### config.mk
export PLATFORM = sky130hd
export DESIGN_NAME = mct_timer
export DESIGN_NICKNAME = d
export VERILOG_FILES = /design/src/rtl/mct_pkg.sv /design/src/rtl/mct_prescale.sv /design/src/rtl/mct_counter.sv /design/src/rtl/mct_channel.sv /design/src/rtl/mct_timer.sv
export SDC_FILE = /design/constraint.sdc
export NUM_CORES = 1
export LEC_CHECK = 0
export BUFFER_PORTS_ARGS = -buffer_cell sky130_fd_sc_hd__buf_2
export CORE_AREA = 2 2 148 150
export CTS_CLUSTER_SIZE = 10
export DETAILED_ROUTE_END_ITERATION = 6
export DIE_AREA = 0 0 150 152
export PLACE_DENSITY = 0.65
export SLEW_MARGIN = 15
export SYNTH_ARGS = -nofsm -noshare
export SYNTH_HDL_FRONTEND = slang
export SYNTH_HIERARCHICAL = 1
export SYNTH_SLANG_ARGS = --single-unit
### constraint.sdc
create_clock -name clk -period 6.48 [get_ports clk]
set_input_delay 0.324 -clock clk [delete_from_list [all_inputs] [get_ports clk]]
set_output_delay 0.324 -clock clk [all_outputs]
set_load 0.01 [all_outputs]
### src/rtl/mct_pkg.sv
package mct_pkg;
    typedef enum logic [1:0] {
        CM_UP     = 2'b00,
        CM_DOWN   = 2'b01,
        CM_CENTER = 2'b10,
        CM_UP_ALT = 2'b11
    } cnt_mode_e;

    typedef enum logic [1:0] {
        ACT_NONE   = 2'b00,
        ACT_CLEAR  = 2'b01,
        ACT_SET    = 2'b10,
        ACT_TOGGLE = 2'b11
    } ext_act_e;
endpackage

### src/rtl/mct_prescale.sv
module mct_prescale #(
    parameter int CW = 16
) (
    input  logic          clk,
    input  logic          rst_n,
    input  logic          run,
    input  logic          hold,
    input  logic          clr,
    input  logic          src_sel,
    input  logic          cap_in,
    input  logic [CW-1:0] pre_val,
    output logic          step_o
);
    typedef struct packed {
        logic [CW-1:0] pc;
        logic          cap;
    } ps_t;

    ps_t  s_q, s_d;
    logic rise, tick;

    always_comb begin
        s_d     = s_q;
        s_d.cap = cap_in;
        rise    = cap_in & ~s_q.cap;
        tick    = run & ~hold & (src_sel ? rise : 1'b1);
        step_o  = 1'b0;
        if (clr) begin
            s_d.pc = '0;
        end else if (tick) begin
            if (s_q.pc >= pre_val) begin
                s_d.pc = '0;
                step_o = 1'b1;
            end else begin
                s_d.pc = s_q.pc + 1'b1;
            end
        end
    end

    always_ff @(posedge clk or negedge rst_n) begin
        if (!rst_n) s_q <= '0;
        else        s_q <= s_d;
    end

    // a capture level held high never yields a count step
    p_level_no_step_r3: assert property (@(posedge clk) disable iff (!rst_n)
        (src_sel && s_q.cap && cap_in) |-> !step_o);
endmodule

### src/rtl/mct_counter.sv
module mct_counter
    import mct_pkg::*;
#(
    parameter int CW = 16
) (
    input  logic          clk,
    input  logic          rst_n,
    input  logic [1:0]    mode,
    input  logic          step_in,
    input  logic [CW-1:0] period,
    input  logic          rst_req,
    input  logic          sw_rst,
    output logic [CW-1:0] count_o,
    output logic          upd_o,
    output logic          boundary_o
);
    typedef struct packed {
        logic [CW-1:0] count;
        logic          dir;
        logic          upd;
    } cnt_t;

    cnt_t          s_q, s_d;
    logic          center, down, step, dirn;
    logic [CW-1:0] start_v, nxt;

    always_comb begin
        center  = (mode == CM_CENTER);
        down    = (mode == CM_DOWN);
        start_v = down ? period : '0;
        step    = step_in & ~(center & (period == '0));
        nxt     = s_q.count;
        dirn    = s_q.dir;
        if (rst_req) begin
            nxt  = start_v;
            dirn = 1'b0;
        end else if (down) begin
            nxt = (s_q.count == '0) ? period : s_q.count - 1'b1;
        end else if (center) begin
            if (!s_q.dir) begin
                if (s_q.count >= period) begin
                    nxt  = s_q.count - 1'b1;
                    dirn = 1'b1;
                end else begin
                    nxt = s_q.count + 1'b1;
                end
            end else begin
                if (s_q.count == '0) begin
                    nxt  = CW'(1);
                    dirn = 1'b0;
                end else begin
                    nxt = s_q.count - 1'b1;
                end
            end
        end else begin
            nxt  = (s_q.count >= period) ? '0 : s_q.count + 1'b1;
            dirn = 1'b0;
        end

        boundary_o = step && (nxt == start_v);

        s_d = s_q;
        if (sw_rst) begin
            s_d.count = start_v;
            s_d.dir   = 1'b0;
            s_d.upd   = 1'b0;
        end else begin
            s_d.upd = step;
            if (step) begin
                s_d.count = nxt;
                s_d.dir   = dirn;
            end
        end
    end

    always_ff @(posedge clk or negedge rst_n) begin
        if (!rst_n) s_q <= '0;
        else        s_q <= s_d;
    end

    assign count_o = s_q.count;
    assign upd_o   = s_q.upd;

    // without a step request or a clear the counter holds
    p_hold_without_step_r2: assert property (@(posedge clk) disable iff (!rst_n)
        (!step_in && !sw_rst) |=> $stable(s_q.count));
    // clear in down mode loads the period
    p_down_clear_period_r5: assert property (@(posedge clk) disable iff (!rst_n)
        (sw_rst && mode == CM_DOWN) |=> (s_q.count == $past(period)));
    // center mode with zero period holds the counter
    p_center_zero_hold_r6: assert property (@(posedge clk) disable iff (!rst_n)
        (mode == CM_CENTER && period == '0 && !sw_rst) |=> $stable(s_q.count));
endmodule

### src/rtl/mct_channel.sv
module mct_channel
    import mct_pkg::*;
#(
    parameter int CW = 16
) (
    input  logic          clk,
    input  logic          rst_n,
    input  logic [CW-1:0] mr_in,
    input  logic          load,
    input  logic [CW-1:0] count,
    input  logic          upd,
    input  logic          run,
    input  logic          irq_en,
    input  logic          rst_en,
    input  logic          stop_en,
    input  logic          pwm_en,
    input  logic [1:0]    act,
    input  logic          oe,
    input  logic          gpio_val,
    input  logic          clr,
    output logic [CW-1:0] mr_sh_o,
    output logic          rst_req_o,
    output logic          stop_req_o,
    output logic          flag_o,
    output logic          pin_o
);
    typedef struct packed {
        logic [CW-1:0] mr_sh;
        logic          flag;
        logic          ext;
    } ch_t;

    ch_t  s_q, s_d;
    logic eq, arrive, pwm_lvl;

    always_comb begin
        eq         = (count == s_q.mr_sh);
        arrive     = upd & run & eq;
        rst_req_o  = rst_en & eq;
        stop_req_o = stop_en & arrive;
        pwm_lvl    = (count < s_q.mr_sh);

        s_d = s_q;
        if (load) s_d.mr_sh = mr_in;
        if (arrive && irq_en) s_d.flag = 1'b1;
        else if (clr)         s_d.flag = 1'b0;
        if (arrive) begin
            case (ext_act_e'(act))
                ACT_CLEAR:  s_d.ext = 1'b0;
                ACT_SET:    s_d.ext = 1'b1;
                ACT_TOGGLE: s_d.ext = ~s_q.ext;
                default:    s_d.ext = s_q.ext;
            endcase
        end
        pin_o = oe ? (pwm_en ? pwm_lvl : s_q.ext) : gpio_val;
    end

    always_ff @(posedge clk or negedge rst_n) begin
        if (!rst_n) s_q <= '0;
        else        s_q <= s_d;
    end

    assign mr_sh_o = s_q.mr_sh;
    assign flag_o  = s_q.flag;

    // enabled arrival sets the flag on the next edge
    p_flag_set_r8: assert property (@(posedge clk) disable iff (!rst_n)
        (arrive && irq_en) |=> s_q.flag);
    // write-1 clear without a competing set clears the flag
    p_flag_clear_r8: assert property (@(posedge clk) disable iff (!rst_n)
        (s_q.flag && clr && !(arrive && irq_en)) |=> !s_q.flag);
    // shadow value changes only on a load cycle
    p_shadow_hold_r9: assert property (@(posedge clk) disable iff (!rst_n)
        !load |=> $stable(s_q.mr_sh));
    // toggle action flips the match level
    p_toggle_r11: assert property (@(posedge clk) disable iff (!rst_n)
        (arrive && act == 2'b11) |=> (s_q.ext != $past(s_q.ext)));
endmodule

### src/rtl/mct_timer.sv
module mct_timer
    import mct_pkg::*;
#(
    parameter int CW  = 16,
    parameter int NCH = 4
) (
    input  logic              clk,
    input  logic              rst_n,
    input  logic              tmr_start,
    input  logic              tmr_halt,
    input  logic              cnt_clear,
    input  logic [1:0]        cnt_mode,
    input  logic              src_sel,
    input  logic              cap_in,
    input  logic [CW-1:0]     pre_val,
    input  logic [NCH*CW-1:0] match_val,
    input  logic [NCH-1:0]    irq_en,
    input  logic [NCH-1:0]    rst_en,
    input  logic [NCH-1:0]    stop_en,
    input  logic [NCH-1:0]    pwm_en,
    input  logic [2*NCH-1:0]  ext_act,
    input  logic [NCH-1:0]    out_en,
    input  logic [NCH-1:0]    gpio_val,
    input  logic [NCH-1:0]    flag_clr,
    output logic [CW-1:0]     count,
    output logic              running,
    output logic [NCH-1:0]    flags,
    output logic              irq,
    output logic [NCH-1:0]    pin_out
);
    localparam int PER_CH = NCH - 1;

    typedef struct packed {
        logic run;
    } top_t;

    top_t          s_q, s_d;
    logic [CW-1:0] mr_sh [NCH];
    logic [NCH-1:0] rst_req, stop_req;
    logic          stop_now, step, upd, boundary, load;
    logic [CW-1:0] period;

    assign period   = mr_sh[PER_CH];
    assign stop_now = |stop_req;
    assign load     = ~s_q.run | boundary | (period == '0);

    always_comb begin
        s_d = s_q;
        if (tmr_start)                 s_d.run = 1'b1;
        else if (tmr_halt || stop_now) s_d.run = 1'b0;
    end

    always_ff @(posedge clk or negedge rst_n) begin
        if (!rst_n) s_q <= '0;
        else        s_q <= s_d;
    end

    mct_prescale #(.CW(CW)) u_pre (
        .clk     (clk),
        .rst_n   (rst_n),
        .run     (s_q.run),
        .hold    (stop_now),
        .clr     (cnt_clear),
        .src_sel (src_sel),
        .cap_in  (cap_in),
        .pre_val (pre_val),
        .step_o  (step)
    );

    mct_counter #(.CW(CW)) u_cnt (
        .clk        (clk),
        .rst_n      (rst_n),
        .mode       (cnt_mode),
        .step_in    (step),
        .period     (period),
        .rst_req    (|rst_req),
        .sw_rst     (cnt_clear),
        .count_o    (count),
        .upd_o      (upd),
        .boundary_o (boundary)
    );

    for (genvar k = 0; k < NCH; k++) begin : g_ch
        mct_channel #(.CW(CW)) u_ch (
            .clk        (clk),
            .rst_n      (rst_n),
            .mr_in      (match_val[k*CW +: CW]),
            .load       (load),
            .count      (count),
            .upd        (upd),
            .run        (s_q.run),
            .irq_en     (irq_en[k]),
            .rst_en     (rst_en[k]),
            .stop_en    (stop_en[k]),
            .pwm_en     (pwm_en[k]),
            .act        (ext_act[2*k +: 2]),
            .oe         (out_en[k]),
            .gpio_val   (gpio_val[k]),
            .clr        (flag_clr[k]),
            .mr_sh_o    (mr_sh[k]),
            .rst_req_o  (rst_req[k]),
            .stop_req_o (stop_req[k]),
            .flag_o     (flags[k]),
            .pin_o      (pin_out[k])
        );
    end

    assign running = s_q.run;
    assign irq     = |flags;

    // a stop arrival clears running on the next edge
    p_stop_clears_run_r7: assert property (@(posedge clk) disable iff (!rst_n)
        (stop_now && !tmr_start) |=> !running);
    // the counter does not move past the match value that stopped it
    p_stop_holds_count_r7: assert property (@(posedge clk) disable iff (!rst_n)
        (stop_now && !cnt_clear) |=> $stable(count));
endmodule

==> run metrics, run 1 <==
Syn Area/Cell 8.05 um^2; core area 21400 um^2; crit start category register; CTS tree done; final setup fails 0; worst endpoint required time 6710 ps; Cell Pwr Density 202 nW/um^2; first-pass GRT wire length 44.9 mm; Synthesized Nets 1345; gr usage total 25.0%; Area growth syn-to-layout 12.9%; residual DRC count 0; failing checks negative hold slack; final core utilization 47.7%; initial antenna violation count 0; total net switching power 0.789 mW; LEAKAGE 4.94 nW; wire per inst 18.9 um; Clk Latency, worst-skew pair 360 ps; combinational share of power 32.8%; die width 150 um; FMAX 179 MHz; RePlAce Congestion 1.03; Port Buffers 150; Vias 8718; TNS Setup 0 ps; share of layout cells above drive strength 1 19.1%; worst slack, placed 991 ps; hold slack final -0.946 ps; RSZ-0062 raised after global routing false; IO Pins 151; slew margin rel. 33.5%; n_diodes 0; row count 54; total CTS buffers 9; worst setup path class register to register; worst slew pin tran 984 ps; Die H 152 um; HPWL after DPL 21.8 mm; Detailed Route WL 28.7 mm; die area 22800 um^2; Cells after Synth 1120; PnR worst setup slack 892 ps; clock slew at reported path FFs 80 ps; Initial Utilization 42.2%; DP Cell Count 1497; nets 1453; hold crit path type input port to asynchronous set/reset pin; Reg2Reg Setup Slack 890 ps; Max-Cap Viols 0; root buffer cell clkbuf_16; first-pass iteration count of the detailed router 7; outcome finished with violations; H-tree depth 3; crit path capture type register; fin crit share 86.2%; Sink Count 108; Sw Ratio 38.3%; Syn Std Cell Area 9020 um^2; drt via density 5.76; Final Skew 15.5 ps; DRT antenna net count 0; Seq pwr share 39.7%; final hold vios 6; post-CTS sizing 0; 1st-iter DRT viols 709; Longest Clk Path Bufs 2; Int Pwr 1.27 mW; yosys warns 6; Max VDD drop 153 uV; Clk pwr share 27.5%; minimum clock period 5590 ps; fin. max-slew vios 0; largest net degree at the start of global routing 72; global route total overflow 0; Layout Cells excl Fill 1513; Power Total 2.06 mW; vias in the first global route 8271; cts hold-fix bufs 0; WP data arrival 5820 ps; crit path max fanout 71; setup repair bufs after CTS 0
state kept, by name (all words and copies together) (netlist names):
register           count
u_cnt/upd_o            1
g_ch.u_ch/flag_o       4
g_ch.u_ch/s_q          4
u_pre/s_q             17
running                1
u_cnt/s_q              1
g_ch.u_ch/mr_sh_o     64
u_cnt/count_o         16
cell type report:
cell class                 count  area, um^2
tap                          280         350
inverter                     115         432
clock inverter                 6        62.6
sequential                   108        2700
clock buffer                  10         239
fill                        2154       11200
timing repair buffer         174         933
multi-input combinational    820        5460
metal layers:
| metal | vias to the layer above | wire length (um) | part of all wire, % | global-route usage, % |
|---|---|---|---|---|
| li1 | 4141 | - | - | - |
| met1 | 4083 | 12500 | 44 | 35.0 |
| met2 | 420 | 12600 | 44 | 38.1 |
| met3 | 74 | 2400 | 8.4 | 5.02 |
| met4 | 0 | 1180 | 4.1 | 9.61 |
| met5 | - | 0 | 0 | 0 |
power by group through the flow:
stage,clock [mW],sequential [mW],combinational [mW]
floorplan,0,0.770,0.500
global placement,0,0.829,0.654
detailed placement,0,0.830,0.658
CTS,0.582,0.816,0.663
global route,0.612,0.826,0.749
finish,0.566,0.818,0.675
per-stage QoR:
stage / hold slack, ps / cell area, um^2
floorplan: 28.4 / 9020
global route: 56.2 / 10200
CTS: 34.6 / 10200
finish: -0.946 / 10200
detailed placement: 429 / 9880
global placement: 418 / 9880
layout by cell type (no fill, tap or decap), types with 6 or more instances in the layout:
cell       instances
dfrtp_1          108
nor2_1            57
buf_4             25
a21oi_1           58
clkbuf_16          9
buf_2            149
inv_1            115
and3_1             8
xor2_1            17
nand2b_1           6
a31oi_1           12
xnor2_1           18
o211ai_1          10
nor4_1            17
nor3_1            31
a211oi_1           8
ha_1             100
or4_1              7
o21ai_0          113
nand2_1          157
nand4_1           31
nor2b_1           15
nand3_1           24
worst paths after layout:
path / from / endpoint / cells past startpoint
worst min-delay path: rst_n / g_ch[1].u_ch/mr_sh_o[8]$_DFFE_PN0P_ / 1
worst max register to register: u_cnt/count_o[11]$_DFFE_PN0P_ / g_ch[0].u_ch/mr_sh_o[4]$_DFFE_PN0P_ / 20
worst max-delay path: u_cnt/count_o[11]$_DFFE_PN0P_ / g_ch[0].u_ch/mr_sh_o[4]$_DFFE_PN0P_ / 20
min in group clk: cap_in / u_pre/s_q[0]$_DFF_PN0_ / 1
max in group asynchronous: rst_n / u_pre/s_q[3]$_DFFE_PN0P_ / 2
worst min register to register: g_ch[2].u_ch/s_q[0]$_DFFE_PN0P_ / g_ch[2].u_ch/s_q[0]$_DFFE_PN0P_ / 1
critical path, stage by stage (launching register included):
cell,delay [ps]
dfrtp_1,800
ha_1,360
nand2_1,130
or4_4,170
nor3_4,60
and2_2,190
or4_4,540
nor2b_1,170
o21ai_1,150
nor3_1,330
o21ai_1,230
a221oi_1,280
and3_1,220
a31oi_1,100
o32ai_1,130
a31oi_1,140
nor4_2,260
nand2b_1,160
a41o_4,510
buf_4,410
o21ai_0,130
Note: power is estimated with default switching activity, not from simulation.
==> run 2: changes to the inputs <==
Settings changed: REMOVE_ABC_BUFFERS set to 1.
==> run metrics, run 2 (synthesized netlist as in run 1, its figures left out) <==
Worst path max stage delay 840 ps; final instance area 10100 um^2; residual DRC count 1; Vias 8627; crit path max fanout 60; Max-Cap Viols 0; core area 21400 um^2; vias in the first global route 8351; Reg2Reg Setup Slack 870 ps; Initial Utilization 42.2%; post-CTS sizing 0; critical path's slowest cell dfrtp_1; share of layout cells above drive strength 1 18.2%; n_diodes 0; register area 2700 um^2; CTS tree done; total CTS buffers 9; cells on worst reg2reg path 16; fin. max-slew vios 0; worst endpoint required time 6760 ps; Max VDD drop 128 uV; wire per inst 19.5 um; 1st-iter DRT viols 794; reg2reg start u_cnt/count_o[0]$_DFFE_PN0P_; fin crit share 86.6%; WP data arrival 5890 ps; Detailed Route WL 29.2 mm; die area 22800 um^2; # fillers 2176; Area growth syn-to-layout 11.7%; Sink Count 108; Hold Path Stages 1; Cell Pwr Density 202 nW/um^2; root buffer cell clkbuf_16; Hold EP u_pre/s_q[0]$_DFF_PN0_; slew margin rel. 35.0%; nets 1441; Longest Clk Path Bufs 2; minimum clock period 5610 ps; DRT antenna net count 0; RSZ-0062 raised after global routing false; failing checks design-rule violations; Layout Cells excl Fill 1500; drt via density 5.75; outcome finished with violations; commonest non-fill, non-tap cell in the layout nand2_1; Die H 152 um; crit path capture type register; TNS Setup 0 ps; crit start category register; most frequent cells in the layout 157 x nand2_1, 149 x buf_2, 115 x inv_1, 113 x o21ai_0, 108 x dfrtp_1; IO Pins 151; global route total overflow 0; RePlAce Congestion 1.05; max FFs per register 64; Clk Latency, worst-skew pair 360 ps; gr usage total 25.9%; Final Skew 11.2 ps; first-pass iteration count of the detailed router 7; hold crit path type input port to register; LEAKAGE 4.85 nW; RR Endpoint g_ch[3].u_ch/mr_sh_o[15]$_DFFE_PN0P_; Worst Hold Launch cap_in; H-tree depth 3; row count 54; Critical Path, Cell by Cell inv_1 > ha_1 > and3_1 > o21ai_0 > a31oi_2 > or4_1 > nand2_1 > o221ai_1 > o32ai_1 > a31oi_1 > nor4_2 > nand2b_1 > a41o_4 > buf_12 > nand2_1 > o21ai_0; clock slew at reported path FFs 80 ps; cts hold-fix bufs 0; final setup fails 0; largest net degree at the start of global routing 70; final hold vios 0; die width 150 um; worst setup path class register to register; setup repair bufs after CTS 0; FMAX 178 MHz; DP Cell Count 1485; initial antenna violation count 0; DP Area 9800 um^2; Port Buffers 150; first-pass GRT wire length 46.2 mm; HPWL after DPL 21.6 mm; Multi-input gate area 5460 um^2; worst slew pin tran 963 ps
-- run 2: per-layer routing --
metal,vias to the layer above,global-route usage [%],part of all wire (%)
li1,4119,-,-
met1,4057,36.4,45
met2,391,39.1,44
met3,60,4.62,7.5
met4,0,10.8,3.7
met5,-,0,0
-- run 2: metrics by stage --
step	worst slack, ps	power [mW]	hold slack, ps	utilization [%]
6_report	871	2.03	74.6	47.2
5_1_grt	393	2.15	66.3	47.2
4_1_cts	978	2.03	66.8	47.2
3_5_place_dp	1010	1.49	451	45.9
3_3_place_gp	1010	1.48	449	45.9
2_1_floorplan	355	1.23	28.4	-
-- run 2: final cells by class --
type	instances	share of cell area (%)
Multi-Input combinational cell	820	54.2
Sequential cell	108	26.8
Timing Repair Buffer	162	8.50
Inverter	115	4.29
Tap cell	280	3.48
Clock buffer	10	2.27
Clock inverter	5	0.385
-- run 2: where the power goes --
part | total (mW) | switching (mW) | internal (mW)
combinational | 0.663 | 0.415 | 0.248
sequential | 0.831 | 0.0981 | 0.733
clock | 0.537 | 0.275 | 0.262
total | 2.03 | 0.789 | 1.24
-- run 2: how the worst max path moves through the flow --
stage,from,to,slack (ps),cells after the start
global placement,u_cnt/count_o[5]$_DFFE_PN0P_,g_ch[3].u_ch/mr_sh_o[5]$_DFFE_PN0P_,1010,21
CTS,u_cnt/count_o[5]$_DFFE_PN0P_,g_ch[0].u_ch/mr_sh_o[4]$_DFFE_PN0P_,980,22
finish,u_cnt/count_o[0]$_DFFE_PN0P_,g_ch[3].u_ch/mr_sh_o[15]$_DFFE_PN0P_,870,16
global route,u_cnt/count_o[2]$_DFFE_PN0P_,g_ch[3].u_ch/mr_sh_o[15]$_DFFE_PN0P_,390,21
floorplan,u_cnt/count_o[6]$_DFFE_PN0P_,g_ch[0].u_ch/mr_sh_o[0]$_DFFE_PN0P_,360,19
detailed placement,u_cnt/count_o[2]$_DFFE_PN0P_,g_ch[2].u_ch/mr_sh_o[14]$_DFFE_PN0P_,1010,20
-- run 2: critical path: cells and delay by family, from the launching register on --
family	cells	cell delay, ps
fa+ha+maj	1	360
simple gates	6	1800
compound gates	7	1840
flops	1	840
buf+inv	2	640
==> run 3: changes to the inputs <==
Settings changed: BUFFER_PORTS_ARGS -buffer_cell sky130_fd_sc_hd__buf_2 to -buffer_cell sky130_fd_sc_hd__buf_4.
==> run metrics, run 3 (synthesized netlist as in run 1, its figures left out) <==
Longest Clk Path Bufs 2; failing checks design-rule violations; vias in the first global route 8589; H-tree depth 3; PnR worst setup slack 1010 ps; final instance area 10500 um^2; most frequent cells in the layout 166 x buf_4, 157 x nand2_1, 115 x inv_1, 113 x o21ai_0, 108 x dfrtp_1; slew margin rel. 34.7%; Max-Cap Viols 0; 1st-iter DRT viols 758; Initial Utilization 42.2%; worst slack, placed 1090 ps; LEAKAGE 5.01 nW; minimum clock period 5470 ps; root buffer cell clkbuf_16; Vias 8604; worst setup path class register to register; RePlAce Congestion 1.03; max FFs per register 64; first-pass GRT wire length 47.2 mm; clock slew at reported path FFs 80 ps; fin crit share 84.4%; final setup fails 0; Cell Pwr Density 197 nW/um^2; DP Area 10200 um^2; commonest non-fill, non-tap cell in the layout buf_4; Area growth syn-to-layout 16.5%; Final Skew 10.6 ps; global route total overflow 0; DRT antenna net count 0; FMAX 183 MHz; Die H 152 um; HPWL after DPL 22.2 mm; Port Buffers 150; Max VDD drop 127 uV; nets 1447; WP data arrival 5710 ps; share of layout cells above drive strength 1 18.6%; die area 22800 um^2; worst endpoint required time 6730 ps; CTS tree done; initial antenna violation count 0; Clk Latency, worst-skew pair 360 ps; outcome finished with violations; post-CTS sizing 0; wire per inst 19.7 um; Power Total 2.07 mW; TNS Setup 0 ps; crit path max fanout 59; final hold vios 0; gr usage total 26.5%; final core utilization 49.2%; n_diodes 0; hold crit path type input port to register; residual DRC count 1; RSZ-0062 raised after global routing false; total CTS buffers 9; die width 150 um; largest net degree at the start of global routing 70; row count 54; Detailed Route WL 29.6 mm; IO Pins 151; crit path capture type register; crit start category register; setup repair bufs after CTS 0; first-pass iteration count of the detailed router 7; drt via density 5.71; # fillers 2116; fin. max-slew vios 0; core area 21400 um^2; worst slew pin tran 967 ps; cts hold-fix bufs 1; Sink Count 108
==> run 3: report_power, final <==
group	internal, mW	switching, mW	leakage (nW)	total, mW
clock network	0.275	0.270	0.141	0.546
registers	0.733	0.0987	1.38	0.832
logic	0.277	0.415	3.49	0.692
total	1.29	0.784	5.01	2.07
==> run 3: area by class of cell <==
| cell class | instances | area [um^2] | share of cell area, % |
|---|---|---|---|
| flip-flops and latches | 108 | 2700 | 25.7 |
| clock buffers | 10 | 239 | 2.27 |
| repair buffers | 168 | 1280 | 12.1 |
| multi-input cells | 820 | 5460 | 52.0 |
| clock inverters | 5 | 46.3 | 0.441 |
| well taps | 280 | 350 | 3.33 |
| inverters | 115 | 432 | 4.11 |
==> run 3: worst paths after layout <==
kind	start	to	slack, ps	depth (start not counted)
hold reg to reg	g_ch[3].u_ch/s_q[0]$_DFFE_PN0P_	g_ch[3].u_ch/s_q[0]$_DFFE_PN0P_	490	1
setup reg to reg	u_cnt/count_o[5]$_DFFE_PN0P_	g_ch[2].u_ch/mr_sh_o[0]$_DFFE_PN0P_	1010	20
max in group asynchronous	rst_n	u_cnt/count_o[0]$_DFFE_PN0P_	4640	3
setup / recovery	u_cnt/count_o[5]$_DFFE_PN0P_	g_ch[2].u_ch/mr_sh_o[0]$_DFFE_PN0P_	1010	20
hold / removal	cap_in	u_pre/s_q[0]$_DFF_PN0_	70	1
min in group asynchronous	rst_n	g_ch[2].u_ch/mr_sh_o[9]$_DFFE_PN0P_	480	2
==> run 3: routing by layer <==
metal	vias to the layer above	GRT usage [%]	wire length, um
met5	-	0	0
met4	0	11.6	1120
met3	80	4.44	2240
met2	383	40.4	13300
met1	4004	36.9	13000
li1	4137	-	-
==> run 3: critical path: stages (launching register included) <==
cell,delay (ps)
dfrtp_1,860
ha_1,370
nand4_1,160
or4_4,180
nor3_4,50
and2_2,190
or4_4,520
nor2b_1,180
o21ai_1,170
nor3_1,290
o21a_1,170
buf_4,240
o31ai_1,110
a31oi_1,150
o211ai_1,100
nor4_1,180
nand4_1,160
nor4_2,210
nand2b_1,160
a41o_4,430
mux2_2,390
==> run 3: through the flow <==
stage	hold slack [ps]	cells
after global routing	56.4	1506
after global placement	337	1490
after CTS	55.6	1506
after floorplan	28.4	1043
after detailed placement	342	1490
final	72.0	1506
